<file path="src/rtl/rf_seg_pkg.sv">
package rf_seg_pkg;
    typedef enum logic [2:0] {
        ST_OFF      = 3'd0,
        ST_CARRIER  = 3'd1,
        ST_AM       = 3'd2,
        ST_OOK_HOLD = 3'd3,
        ST_OOK_HIZ  = 3'd4
    } seg_state_e;

    localparam int unsigned NUM_DRV = 2;
endpackage

</file>
<file path="src/rtl/rf_seg_edge.sv">
module rf_seg_edge (
    input  logic clk,
    input  logic rst_n,
    input  logic car_ph,
    output logic boundary
);
    logic ph_q;

    always_ff @(posedge clk or negedge rst_n) begin
        if (!rst_n) ph_q <= 1'b0;
        else        ph_q <= car_ph;
    end

    assign boundary = car_ph ^ ph_q;
endmodule

</file>
<file path="src/rtl/rf_seg_fsm.sv">
module rf_seg_fsm
    import rf_seg_pkg::*;
(
    input  logic       clk,
    input  logic       rst_n,
    input  logic       boundary,
    input  logic       tx_en,
    input  logic       mod_act,
    input  logic       mod_am,
    input  logic       ook_hiz,
    output seg_state_e state_nxt
);
    seg_state_e state_q;
    seg_state_e request;

    // request decoded in priority order
    always_comb begin
        if (!tx_en)        request = ST_OFF;
        else if (!mod_act) request = ST_CARRIER;
        else if (mod_am)   request = ST_AM;
        else if (ook_hiz)  request = ST_OOK_HIZ;
        else               request = ST_OOK_HOLD;
    end

    always_comb begin
        state_nxt = state_q;
        unique case (state_q)
            ST_OFF, ST_CARRIER, ST_AM, ST_OOK_HOLD, ST_OOK_HIZ:
                if (boundary) state_nxt = request;
            default: state_nxt = ST_OFF;
        endcase
    end

    always_ff @(posedge clk or negedge rst_n) begin
        if (!rst_n) state_q <= ST_OFF;
        else        state_q <= state_nxt;
    end
endmodule

</file>
<file path="src/rtl/rf_seg_drv.sv">
module rf_seg_drv
    import rf_seg_pkg::*;
#(
    parameter int unsigned SEG_W   = 8,
    parameter int unsigned DRV_IDX = 0
) (
    input  logic             clk,
    input  logic             rst_n,
    input  logic             boundary,
    input  seg_state_e       state_nxt,
    input  logic             car_ph,
    input  logic [SEG_W-1:0] norm_mask,
    input  logic [SEG_W-1:0] am_mask,
    input  logic             single_mode,
    input  logic             out_sel,
    output logic [SEG_W-1:0] hi,
    output logic [SEG_W-1:0] lo,
    output logic [SEG_W-1:0] hz
);
    localparam bit INV = (DRV_IDX % 2) == 1;
    localparam bit SEL = (DRV_IDX % 2) == 1;

    logic             pol;
    logic             active;
    logic [SEG_W-1:0] en;
    logic [SEG_W-1:0] hi_d, lo_d, hz_d;
    logic             hold;

    assign pol    = INV ? ~car_ph : car_ph;
    assign active = ~single_mode | (out_sel == SEL);

    always_comb begin
        en   = '0;
        hold = 1'b0;
        unique case (state_nxt)
            ST_OFF:      en = '0;
            ST_CARRIER:  en = norm_mask;
            ST_AM:       en = am_mask;
            ST_OOK_HOLD: hold = 1'b1;
            ST_OOK_HIZ:  en = '0;
            default:     en = '0;
        endcase
        if (!active) en = '0;
        hi_d = en & {SEG_W{pol}};
        lo_d = en & {SEG_W{~pol}};
        hz_d = ~en;
    end

    always_ff @(posedge clk or negedge rst_n) begin
        if (!rst_n) begin
            hi <= '0;
            lo <= '0;
            hz <= '1;
        end else if (boundary && !hold) begin
            hi <= hi_d;
            lo <= lo_d;
            hz <= hz_d;
        end
    end
endmodule

</file>
<file path="src/rtl/rf_seg_mod_ctrl.sv">
module rf_seg_mod_ctrl
    import rf_seg_pkg::*;
#(
    parameter int unsigned SEG_W = 8
) (
    input  logic                     clk,
    input  logic                     rst_n,
    input  logic                     car_ph,
    input  logic                     tx_en,
    input  logic                     mod_act,
    input  logic                     mod_am,
    input  logic                     ook_hiz,
    input  logic                     single_mode,
    input  logic                     out_sel,
    input  logic [SEG_W-1:0]         norm_mask,
    input  logic [SEG_W-1:0]         am_mask,
    output logic [NUM_DRV*SEG_W-1:0] drv_hi,
    output logic [NUM_DRV*SEG_W-1:0] drv_lo,
    output logic [NUM_DRV*SEG_W-1:0] drv_hz
);
    logic       boundary;
    seg_state_e state_nxt;

    rf_seg_edge u_edge (
        .clk      (clk),
        .rst_n    (rst_n),
        .car_ph   (car_ph),
        .boundary (boundary)
    );

    rf_seg_fsm u_fsm (
        .clk       (clk),
        .rst_n     (rst_n),
        .boundary  (boundary),
        .tx_en     (tx_en),
        .mod_act   (mod_act),
        .mod_am    (mod_am),
        .ook_hiz   (ook_hiz),
        .state_nxt (state_nxt)
    );

    for (genvar d = 0; d < NUM_DRV; d++) begin : g_drv
        rf_seg_drv #(.SEG_W(SEG_W), .DRV_IDX(d)) u_drv (
            .clk         (clk),
            .rst_n       (rst_n),
            .boundary    (boundary),
            .state_nxt   (state_nxt),
            .car_ph      (car_ph),
            .norm_mask   (norm_mask),
            .am_mask     (am_mask),
            .single_mode (single_mode),
            .out_sel     (out_sel),
            .hi          (drv_hi[d*SEG_W +: SEG_W]),
            .lo          (drv_lo[d*SEG_W +: SEG_W]),
            .hz          (drv_hz[d*SEG_W +: SEG_W])
        );
    end
endmodule

</file>
<file path="config.mk">
export PLATFORM = sky130hd
export DESIGN_NAME = rf_seg_mod_ctrl
export DESIGN_NICKNAME = d
export VERILOG_FILES = /design/src/rtl/rf_seg_pkg.sv /design/src/rtl/rf_seg_edge.sv /design/src/rtl/rf_seg_fsm.sv /design/src/rtl/rf_seg_drv.sv /design/src/rtl/rf_seg_mod_ctrl.sv
export SDC_FILE = /design/constraint.sdc
export NUM_CORES = 1
export LEC_CHECK = 0
export CAP_MARGIN = 20
export CORE_AREA = 2 2 115 61
export DETAILED_ROUTE_END_ITERATION = 12
export DIE_AREA = 0 0 117 63
export HOLD_SLACK_MARGIN = 0.15
export PLACE_DENSITY = 0.78
export SYNTH_ARGS = -nofsm -noshare
export SYNTH_HDL_FRONTEND = slang
export SYNTH_HIERARCHICAL = 1
export SYNTH_SLANG_ARGS = --single-unit
</file>
<file path="constraint.sdc">
create_clock -name clk -period 5.2 [get_ports clk]
set_input_delay 1.04 -clock clk [delete_from_list [all_inputs] [get_ports clk]]
set_output_delay 1.04 -clock clk [all_outputs]
set_load 0.02 [all_outputs]
</file>
==> results.tsv <==
metric	value	unit
Pleak	1.34	nW
final instance area	3410	sq um
number of CTS-inserted buffers	5	
total power	1.24	mW
DR pass1 iterations	4	
maximum clock frequency	248	MHz
crit-path max cell delay	0.80	ns
clk sink count	52	
post-CTS setup buffer count	0	
setup TNS	0	ns
Crit. End Element	register	
Hold Fails Final Rpt	0	
gr usage total	0.176	
R2R setup slack	2.18	ns
hold_buf cts	0	
crit-path cells	clkdlybuf4s50_1 > xor2_1 > o21ai_1 > a21oi_1 > nor2b_1 > a32oi_2 > o22a_1	
CTS tree	done	
# diodes	0	
Seq/Total Area, Yosys	0.530	
Final GP Congestion	0.748	
post-detail-place hpwl	4600	microns
Warnings, synthesis	6	
worst rel slew slack	0.400	
Clock Latency Late Sink	0.28	ns
Netlist cell types	31	
fin crit share	0.777	
status	finished clean	
Post-Route Skew	0.00510	ns
CP Buf/Inv Count	1	
CP max FO	9	
critical path arrival	4.26	ns
Antenna Nets Post-Route	0	
clk slew on worst S/H paths	0.06	ns
1st-iter DRT viols	138	
DIE AREA	7370	sq um
Starting Density	0.387	
routed length per instance	18.0	microns
IO Count	73	
fin nets	272	
Max Cap Viol	0	
total number of vias	1796	
Least-Margin Pin Slew	0.899	ns
Seq cells post-synth	52	
DRC	0	
Final setup viols	0	
minimum clock period	4.04	ns
Root Buffer Master	clkbuf_16	
cell family with most CP delay	compound AO/OA/AOI/OAI gates	
Post-Syn Instances	173	
# H-tree levels	2	
FILL cells	545	
Routed WL	6130	microns
CP Launch Type	input pin	
commonest non-fill, non-tap cell in the layout	clkdlybuf4s50_1	
Crit Path Class	input pin to register	
core region area	6440	sq um
Cell Pwr Density	364	nW/um^2
net count after synthesis	198	
Worst VDD drop	152	uV
post-route core utilization	0.529	
Row Count	21	
grt ovf	0	
average size of a mapped cell	14.4	sq um
clk buf depth	2	
unrepaired setup endpoints after global routing	false	
vias in the first global route	1783	
Hold Path Class	register to register	
Vert. Die Dim	63	microns
Die W	117	microns
area delta synth->final	36.7	%
Cell Area, Placed	3270	sq um
layout cell share with drive strength beyond 1	0.258	
commonest non-fill, non-tap cells in the layout	71 x clkdlybuf4s50_1, 36 x dfrtp_1, 32 x o2bb2ai_1	
initial antenna violation count	0	
crit path max-delay cell type	nor2b_1	
Critical Path RT	5.42	ns
first-pass GRT wire length	9870	microns
largest net degree at the start of global routing	53	
vias per cell	5.28	
# port buffers	72	
Final Max Tran Viols	0	
cts repair resizes	0	
post-synthesis cell area	2490	sq um
[cell usage after synthesis]
library cell,n,area share
nand4_2,1,0.0050
a32oi_2,16,0.10
nand3b_4,2,0.016
and2b_4,8,0.032
o22a_1,16,0.056
inv_2,1,0.0015
nand3b_2,1,0.0045
bufinv_8,1,0.0070
nand3_1,2,0.0040
buf_4,2,0.0060
xor2_1,1,0.0035
a21boi_1,1,0.0030
nand4b_2,1,0.0060
nand4b_1,1,0.0035
and2b_1,6,0.018
nand3_2,2,0.0080
o21ai_1,3,0.0060
nand2_1,1,0.0015
buf_6,5,0.023
nor2b_1,6,0.015
and2_1,1,0.0025
dfstp_2,16,0.17
o2bb2ai_1,32,0.11
nand2_2,2,0.0050
a21oi_1,2,0.0040
dfrtp_1,36,0.36
o21ai_2,1,0.0035
clkbuf_2,1,0.0020
and2_4,1,0.0035
a21boi_2,1,0.0045
nand2b_1,3,0.0075
[sequential cells by signal (all words and copies together) (netlist names)]
name / flops
u_edge/ph_q: 1
g_drv.u_drv/hi: 16
g_drv.u_drv/hz: 16
u_fsm/state_q: 3
g_drv.u_drv/lo: 16
[stage by stage]
stage | hold slack [ns] | instances | setup WS [ns]
after floorplan | 0.597 | 173 | 1.84
after global placement | 0.477 | 332 | 1.04
after detailed placement | 0.473 | 332 | 0.852
after CTS | 0.492 | 340 | 1.15
after global routing | 0.505 | 340 | 0.884
final | 0.489 | 340 | 1.16
[worst paths after layout]
check	start	endpoint	cells past startpoint
worst min-delay path	g_drv[1].u_drv/lo[4]$_DFFE_PN0P_	g_drv[1].u_drv/lo[4]$_DFFE_PN0P_	1
worst min register to register	g_drv[1].u_drv/lo[4]$_DFFE_PN0P_	g_drv[1].u_drv/lo[4]$_DFFE_PN0P_	1
worst max register to register	u_edge/ph_q$_DFF_PN0_	g_drv[1].u_drv/hz[1]$_DFFE_PN1P_	6
max in group asynchronous	rst_n	g_drv[0].u_drv/lo[2]$_DFFE_PN0P_	2
worst max-delay path	car_ph	g_drv[1].u_drv/hz[1]$_DFFE_PN1P_	7
min in group asynchronous	rst_n	g_drv[0].u_drv/hi[7]$_DFFE_PN0P_	2
[layer usage]
| layer | track usage | part of all wire |
|---|---|---|
| met3 | 0.0543 | 0.083 |
| met1 | 0.281 | 0.51 |
| met5 | 0 | 0 |
| met2 | 0.229 | 0.40 |
| met4 | 0.0353 | 0.0038 |
[worst reg2reg max path: cells and delay by family (launching register included)]
family / cells / cell delay, ns
xor gates and xnor gates: 1 / 0.58
AOI/OAI and AO/OA: 4 / 1.21
and+or+nand+nor: 1 / 0.80
DFF: 1 / 0.37
[cells by family after synthesis]
kind of cell | count (synthesis) | synth area share
AOI/OAI and AO/OA | 72 | 0.294
xor gates and xnor gates | 1 | 0.00352
buffers and inverters | 10 | 0.0392
and+or+nand+nor | 38 | 0.133
DFF | 52 | 0.530
[cell type report]
type                            instances  area (sq um)  area share
Timing Repair Buffer                   75           738       0.217
Tap cell                               92           115      0.0338
Multi-Input combinational cell        111          1070       0.315
Clock buffer                            7           133      0.0389
Inverter                                2          21.3     0.00625
Sequential cell                        52          1320       0.388
Clock inverter                          1          5.00     0.00147
[power breakdown]
part | switching (mW) | leakage, nW | internal (mW)
Clock | 0.133 | 0.0679 | 0.178
Sequential | 0.0335 | 0.659 | 0.473
Combinational | 0.226 | 0.615 | 0.196
Total | 0.392 | 1.34 | 0.847
No activity file was read; power rests on OpenSTA's default activity.
